[config.mk]
export PLATFORM = sky130hd
export DESIGN_NAME = imm_exec_unit
export DESIGN_NICKNAME = d
export VERILOG_FILES = /design/src/rtl/imm_exec_pkg.sv /design/src/rtl/imm_exec_ctrl.sv /design/src/rtl/imm_exec_dpath.sv /design/src/rtl/imm_exec_unit.sv
export SDC_FILE = /design/constraint.sdc
export NUM_CORES = 2
export LEC_CHECK = 0
export BUFFER_PORTS_ARGS = -buffer_cell sky130_fd_sc_hd__buf_2
export CORE_MARGIN = 5
export CORE_UTILIZATION = 31
export CTS_CLUSTER_DIAMETER = 100
export CTS_CLUSTER_SIZE = 40
export DETAILED_ROUTE_END_ITERATION = 12
export GPL_TIMING_DRIVEN = 0
export PLACE_DENSITY_LB_ADDON = 0.25
export SLEW_MARGIN = 10
export SYNTH_ARGS = -nofsm -noshare
export SYNTH_HDL_FRONTEND = slang
export SYNTH_SLANG_ARGS = --single-unit
[constraint.sdc]
create_clock -name clk -period 8.5 [get_ports clk]
set_input_delay 0.425 -clock clk [delete_from_list [all_inputs] [get_ports clk]]
set_output_delay 0.425 -clock clk [all_outputs]
set_load 0.01 [all_outputs]
[src/rtl/imm_exec_pkg.sv]
package imm_exec_pkg;
  localparam int unsigned XLEN = 32;
  localparam int unsigned NREG = 32;
  localparam int unsigned RIDX = $clog2(NREG);
  localparam int unsigned IMMW = 16;
  localparam int unsigned OPW  = 6;

  localparam int unsigned OP_LSB = XLEN - OPW;
  localparam int unsigned RS_LSB = OP_LSB - RIDX;
  localparam int unsigned RT_LSB = RS_LSB - RIDX;

  localparam logic [OPW-1:0] OPC_LUI  = 6'b001111;
  localparam logic [OPW-1:0] OPC_ORI  = 6'b001101;
  localparam logic [OPW-1:0] OPC_ADDI = 6'b001000;
  localparam logic [OPW-1:0] OPC_ADDU = 6'b001001;

  typedef enum logic [1:0] {
    EXT_ZERO  = 2'd0,
    EXT_SIGN  = 2'd1,
    EXT_UPPER = 2'd2
  } extKindT;

  typedef enum logic [1:0] {
    ALU_PASS = 2'd0,
    ALU_OR   = 2'd1,
    ALU_ADD  = 2'd2
  } aluKindT;

  typedef struct packed {
    logic            wrEn;
    extKindT         extKind;
    aluKindT         aluKind;
    logic [RIDX-1:0] rsIdx;
    logic [RIDX-1:0] rtIdx;
    logic [IMMW-1:0] imm;
  } ctrlT;
endpackage

[src/rtl/imm_exec_ctrl.sv]
module imm_exec_ctrl
  import imm_exec_pkg::*;
(
  input  logic            instrValid,
  input  logic [XLEN-1:0] instrWord,
  output ctrlT            ctl
);
  logic [OPW-1:0] opcode;

  assign opcode = instrWord[OP_LSB +: OPW];

  always_comb begin
    ctl.rsIdx   = instrWord[RS_LSB +: RIDX];
    ctl.rtIdx   = instrWord[RT_LSB +: RIDX];
    ctl.imm     = instrWord[IMMW-1:0];
    ctl.wrEn    = 1'b0;
    ctl.extKind = EXT_ZERO;
    ctl.aluKind = ALU_PASS;
    case (opcode)
      OPC_LUI: begin
        ctl.wrEn    = instrValid;
        ctl.extKind = EXT_UPPER;
        ctl.aluKind = ALU_PASS;
      end
      OPC_ORI: begin
        ctl.wrEn    = instrValid;
        ctl.extKind = EXT_ZERO;
        ctl.aluKind = ALU_OR;
      end
      OPC_ADDI: begin
        ctl.wrEn    = instrValid;
        ctl.extKind = EXT_SIGN;
        ctl.aluKind = ALU_ADD;
      end
      OPC_ADDU: begin
        ctl.wrEn    = instrValid;
        ctl.extKind = EXT_ZERO;
        ctl.aluKind = ALU_ADD;
      end
      default: ctl.wrEn = 1'b0;
    endcase
  end
endmodule

[src/rtl/imm_exec_dpath.sv]
module imm_exec_dpath
  import imm_exec_pkg::*;
(
  input  logic            clk,
  input  logic            rst,
  input  ctrlT            ctl,
  input  logic [RIDX-1:0] dbgAddr,
  output logic [XLEN-1:0] dbgData
);
  localparam int unsigned FILLW = XLEN - IMMW;

  logic [XLEN-1:0] regFile [NREG];
  logic [XLEN-1:0] rsVal;
  logic [XLEN-1:0] immExt;
  logic [XLEN-1:0] wrData;
  logic            doWrite;

  assign rsVal = regFile[ctl.rsIdx];

  always_comb begin
    case (ctl.extKind)
      EXT_SIGN:  immExt = {{FILLW{ctl.imm[IMMW-1]}}, ctl.imm};
      EXT_UPPER: immExt = {ctl.imm, {FILLW{1'b0}}};
      default:   immExt = {{FILLW{1'b0}}, ctl.imm};
    endcase
  end

  always_comb begin
    case (ctl.aluKind)
      ALU_OR:  wrData = rsVal | immExt;
      ALU_ADD: wrData = rsVal + immExt;
      default: wrData = immExt;
    endcase
  end

  assign doWrite = ctl.wrEn && (ctl.rtIdx != '0);

  always_ff @(posedge clk) begin
    if (rst) begin
      for (int i = 0; i < NREG; i++) regFile[i] <= '0;
    end else if (doWrite) begin
      regFile[ctl.rtIdx] <= wrData;
    end
  end

  assign dbgData = regFile[dbgAddr];

  // upper load places the immediate high and clears the low half
  a_r2_upper_fill: assert property (@(posedge clk) disable iff (rst)
    ctl.wrEn && ctl.extKind == EXT_UPPER |->
      wrData[IMMW-1:0] == '0 && wrData[XLEN-1:IMMW] == ctl.imm);

  // an OR result keeps every bit already set in the source
  a_r3_or_keeps_src: assert property (@(posedge clk) disable iff (rst)
    ctl.wrEn && ctl.aluKind == ALU_OR |-> (wrData & rsVal) == rsVal);

  // a committed write is in the file on the next cycle
  a_r6_write_lands: assert property (@(posedge clk) disable iff (rst)
    ctl.wrEn && ctl.rtIdx != '0 |=>
      regFile[$past(ctl.rtIdx)] == $past(wrData));

  // register 0 stays zero after a write aimed at it
  a_r7_zero_held: assert property (@(posedge clk) disable iff (rst)
    ctl.wrEn && ctl.rtIdx == '0 |=> regFile[0] == '0);

  // no write strobe means the addressed target keeps its value
  a_r8_no_write: assert property (@(posedge clk) disable iff (rst)
    !ctl.wrEn |=> regFile[$past(ctl.rtIdx)] == $past(regFile[ctl.rtIdx]));
endmodule

[src/rtl/imm_exec_unit.sv]
module imm_exec_unit
  import imm_exec_pkg::*;
(
  input  logic        clk,
  input  logic        rst,
  input  logic        instrValid,
  input  logic [31:0] instrWord,
  input  logic [4:0]  dbgAddr,
  output logic [31:0] dbgData
);
  ctrlT ctl;

  imm_exec_ctrl u_ctrl (
    .instrValid (instrValid),
    .instrWord  (instrWord),
    .ctl        (ctl)
  );

  imm_exec_dpath u_dpath (
    .clk     (clk),
    .rst     (rst),
    .ctl     (ctl),
    .dbgAddr (dbgAddr),
    .dbgData (dbgData)
  );
endmodule

# Word level (Yosys, flattened, before mapping)
# Memories as Yosys holds them, arrays and structs flattened.
# Cells that the tools add are included.
dict set report word_totals {
  regBits 0
  ram_bits 1024
  out_inout_bits 32
  elab_cells 27
  n_memories 1
}
# name words word_bits read_ports rd_ports_with_merged_regs wr line_no
set memory_table {}
lappend memory_table {u_dpath.regFile 32 32 2 0 32 imm_exec_dpath.sv:12} ;# logic [XLEN-1:0] regFile [NREG];
dict set report classes {
  n_addsub 1
  eq_ne 8
  muxes 12
  bitwise_logic 1
  reduce_logical 4
}
# cell count
set op_table {}
lappend op_table {{$pmux W32 S2} 2}
lappend op_table {{$add A32 B32 Y32} 1}
lappend op_table {{$mux W32} 1}
lappend op_table {{$or A32 B32 Y32} 1}
lappend op_table {{$reduce_or A32 Y1} 1}
lappend op_table {{$eq A6 B4 Y1 const B} 4}
lappend op_table {{$pmux W4 S4} 1}
lappend op_table {{$mux W1} 7}
lappend op_table {{$mux W5} 1}
lappend op_table {{$reduce_bool A5 Y1} 1}
lappend op_table {{$eq A2 B1 Y1 const B} 2}
lappend op_table {{$eq A2 B2 Y1 const B} 2}
lappend op_table {{$reduce_or A4 Y1} 1}
lappend op_table {{$logic_and A1 B1 Y1} 1}

# Logic depth before layout (Yosys ltp)
dict set report depth {
  ltp_word 9
  depth_mapped 25
  mapped_depth_nobuf 22
}

# Modules after synthesis
# Synthesis repeated with hierarchy kept, for this count alone.
dict set report unflattened {
  hier_cells 3923
  hier_area_um2 56430.4
}
# mod n_inst cells_per_inst area_each_um2 seq_area_each_um2
set by_module_without_submodules {}
lappend by_module_without_submodules {imm_exec_dpath 1 3887 56180.1 30749.5}
lappend by_module_without_submodules {imm_exec_ctrl 1 36 250.2 0.0}

# Worst setup path before layout
# OpenSTA, ideal clock, no wires.
dict set report synth_timing {
  path_type {input-to-reg}
  from {input port instrWord[21]}
  to {memory u_dpath.regFile[10][23] (data pin)}
  setup_time_ns 0.266
  arrival_time_ns 5.941
  required_time_ns 8.234
  path_slack_ns 2.293
  path_stages 19
  path_buffers 5
  cell_sequence {buf_6 -> clkbuf_1 -> clkbuf_1 -> buf_1 -> mux4_2 -> mux4_2 -> mux2_2 -> ha_1 -> a211oi_1 -> nor2_1 -> o41ai_2 -> o221ai_1 -> a211oi_2 -> o41ai_4 -> and4b_1 -> or4_4 -> a221oi_4 -> buf_6 -> nor2_1}
}
# element line_no
set synth_rtl {}
lappend synth_rtl {{from (decl)} imm_exec_unit.sv:7} ;# input logic [31:0] instrWord,
lappend synth_rtl {{to (decl)} imm_exec_dpath.sv:12}

==> summary.md <==
| Metric | Value |
|---|---|
| Peak supply drop | 142 uV |
| Top cell type's share of synthesized area | 55.7% |
| Maximum capacitance violations | 0 |
| DRT iter0 DRCs | 6715 |
| Mux share of post-synthesis cell area | 27.1% |
| Final min period | 8.33 ns |
| Synth Flop Type | edfxtp_1 |
| Synth Area in XOR/XNOR | 0.267% |
| Yosys reg bits | 1024 |
| Lkg Pwr | 19.6 nW |
| Most frequent cell after synthesis | edfxtp_1 |
| First-pass GRT wire length | 323000 um |
| Chip height | 432 um |
| Min-delay worst type | primary input to flip-flop |
| Placed Instances | 6224 |
| Largest family of logic cells by synthesized area | multiplexers |
| Clock transition at the registers of the reported paths | 0.16 ns |
| Fmax | 0.120 GHz |
| Footprint of the multi-input gates | 23000 um^2 |
| Post-synth EDFFs | 1024 |
| Largest net degree at the start of global routing | 41 |
| Total routed wirelength | 245000 um |
| Slew Limit Headroom | 1.04% |
| RR Startpoint | u_dpath.regFile[14][1] |
| Via density | 6.10 |
| Critical Path RT | 9.04 ns |
| Row cnt | 154 |
| Min-Delay Endpoint | u_dpath.regFile[0][12] |
| Register area share after synthesis | 55.7% |
| WL/cell | 38.7 um |
| Core area | 177000 um^2 |
| Cell Chain, Critical Path | buf_4, buf_4, buf_1, clkbuf_1, buf_1, mux4_2, mux4_2, mux2i_1, inv_1, ha_1, inv_1, fa_1, and3b_1, o211ai_1, nand2_1, a221o_1, a211oi_1, o41ai_2, a21oi_2, or3b_1, nand4_1, clkbuf_1, nor2_1 |
| Pwr per Cell Area | 177 nW/um^2 |
| Initial antenna violation count | 13 |
| Hold path start | rst |
| TritonCTS clock tree | done |
| Setup violations, final | 0 |
| Clock root cell | clkbuf_16 |
| CTS Buffer Depth | 3 |
| WP buf/inv | 8 |
| Design area | 60800 um^2 |
| CP max stage delay | 0.93 ns |
| Sw frac | 30.1% |
| Largest registers | u_dpath.regFile x1024 |
| Area Growth Syn to Fin | 10.1% |
| Synth Area in Compound Gates | 2.28% |
| Post-place setup slack | -0.515 ns |
| Post-layout util | 34.4% |
| Worst r2r dst | u_dpath.regFile[28][23] |
| Global route overflow | 0 |
| Clock network power share | 27.5% |
| Dpl cell area | 59200 um^2 |
| GPL Wtd Cong | 0.973 |
| Io pins | 72 |
| Area contributors post-synth | edfxtp_1 (56%), mux4_2 (25%), nor2_1 (6.4%) |
| Period utilization | 98.0% |
| Detailed Routing Iterations Pass 1 | 8 |
| Reg2Reg Depth | 15 |
| Starting density of the core | 31.2% |
| Fin worst setup slack | 0.167 ns |
| Reg2reg setup slack | 2.34 ns |
| Slowest library cell on the worst path | clkbuf_1 |
| Cells after synthesis | 3772 |
| Reg area | 30700 um^2 |
| CTS Buf Count | 40 |
| Via total after detailed routing | 38527 |
| Worst slew pin tran | 1.48 ns |
| Syn_area_per_cell | 14.6 um^2 |
| Worst setup SP type | primary input |
| Non-Filler Instances | 6318 |
| H-tree Lvls | 2 |
| Synth Area in Simple Gates | 9.73% |
| Biggest register | u_dpath.regFile |
| Outcome | finished clean |
| Comb pwr share | 17.9% |
| Sw Pwr | 3.23 mW |
| Fillers | 17015 |
| DRC Markers | 0 |
| Synth warn | 0 |
| Vias in the first global route | 36659 |
| RSZ-0062 raised after global routing | false |
| Layout cells sized above 1 | 24.6% |
| Clk Latency, worst-skew pair | 0.73 ns |
| Hold Crit Depth | 2 |
| Sequential Power Share | 54.6% |
| Final Skew | 0.0541 ns |
| Adder-cell share of the synthesized area | 1.50% |
| Nets@finish | 4031 |
| Post-detail-place hpwl | 169000 um |
| Critical path capture point type | flip-flop |
| Post-synth cell types | 79 |
| Synth cell count leaders | edfxtp_1 (1024), nor2_1 (942), mux4_2 (620) |
| Synth async-reset ratio | 0% |
| Internal power | 7.52 mW |
| Die X | 432 um |
| IO Port Bufs | 59 |
| Fin. max-slew vios | 0 |
| Critical Path AT | 8.87 ns |
| Sink Count | 1024 |
| Worst setup path class | primary input to flip-flop |
| CP delay by family, top | buffers and inverters |
| Mapped Area | 55200 um^2 |
| Max reg flops | 1024 |
| Final hold violations | 0 |
| Total Die Area | 187000 um^2 |
| CTS Hold Bufs | 0 |
| Cell taking the most area after synthesis | edfxtp_1 |
| Crit Path Max Fanout | 10 |
| Gr usage total | 25.6% |
| Detail Route Antenna Nets | 0 |
[metrics by stage]
stage / hold slack [ns] / power, mW / setup TNS (ns)
global route: 0.483 / 11.0 / 0
floorplan: 0.810 / 7.01 / 0
finish: 0.481 / 10.8 / 0
global placement: 1.25 / 7.83 / -552.88
detailed placement: 1.19 / 7.86 / -83.29
CTS: 0.445 / 10.7 / 0
[what timing repair did]
item / CTS / global route
gates resized for setup: 0 / 3
setup buffers: 0 / 0
setup endpoints to repair: 0 / 10
[worst register-to-register path, delay by kind of cell, from the launching register on]
family / cells / cell delay [ns]
buffers and inverters: 1 / 0.32
adder cells (fa/ha/maj): 1 / 0.34
multiplexers: 3 / 1.54
AND/OR/NAND/NOR: 2 / 0.60
flip-flops: 1 / 0.41
AO/OA/AOI/OAI: 8 / 2.67
[final cells by class]
cell class                      instances  area share [%]
Clock inverter                         31           0.757
Clock buffer                           42            1.73
Sequential cell                      1024            50.6
Tap cell                             2340            4.82
Inverter                               80           0.494
Buffer                                396            2.71
Timing Repair Buffer                   81            1.01
Antenna cell                           21          0.0864
Multi-Input combinational cell       2303            37.8
[cell usage in the layout (no fill, tap or decap), types with 6 or more instances in the layout]
master and n:
a21oi_1 36, mux4_2 620, nor4_1 33, buf_2 103, and2_1 9, o21ai_0 20, nand3_1 41, ha_1 64
nand4_1 6, clkinv_8 6, o21ai_1 17, mux2i_1 45, nor3_1 74, nand2b_1 6, clkbuf_1 289, clkbuf_16 42
inv_12 6, a21o_1 6, xnor2_1 11, nor2_1 942, o21ai_2 6, mux2_2 51, o22ai_1 9, inv_1 76
diode_2 21, nand2_1 114, buf_1 19, buf_6 11, o21bai_1 8, conb_1 32, edfxtp_1 1024, buf_4 11
a22oi_1 16, o221ai_1 9, clkbuf_2 33, nand2b_4 30
[cells by family after synthesis]
logic type | Yosys count
AND/OR/NAND/NOR | 1296
flip-flops | 1024
multiplexers | 716
buffers and inverters | 476
AO/OA/AOI/OAI | 177
adder cells (fa/ha/maj) | 66
XOR/XNOR | 16
other | 1
[routing by layer]
metal | GRT usage (%) | up-vias | part of all wire (%)
li1 | - | 14832 | -
met1 | 32.8 | 20333 | 37
met2 | 37.3 | 2820 | 43
met3 | 9.22 | 537 | 13
met4 | 15.0 | 5 | 7.1
met5 | 0.922 | - | 0.11
[worst max path at each step]
stage	from	endpoint	slack, ns	cells past startpoint
2_1_floorplan	instrWord[21]	u_dpath.regFile[10][23]	2.29	19
3_3_place_gp	instrWord[21]	u_dpath.regFile[27][22]	-2.04	22
3_5_place_dp	instrWord[22]	u_dpath.regFile[1][23]	-0.51	21
4_1_cts	instrWord[22]	u_dpath.regFile[28][23]	0.24	21
5_1_grt	instrWord[21]	u_dpath.regFile[5][26]	0.01	22
6_report	instrWord[22]	u_dpath.regFile[3][26]	0.17	23
[power groups by stage]
stage / Clock [mW] / Sequential, mW / Combinational, mW
finish: 2.96 / 5.87 / 1.92
global route: 3.10 / 5.90 / 1.97
CTS: 2.94 / 5.87 / 1.88
detailed placement: 0 / 5.98 / 1.87
global placement: 0 / 5.99 / 1.84
floorplan: 0 / 5.94 / 1.07
(Power assumes the default switching activity.)
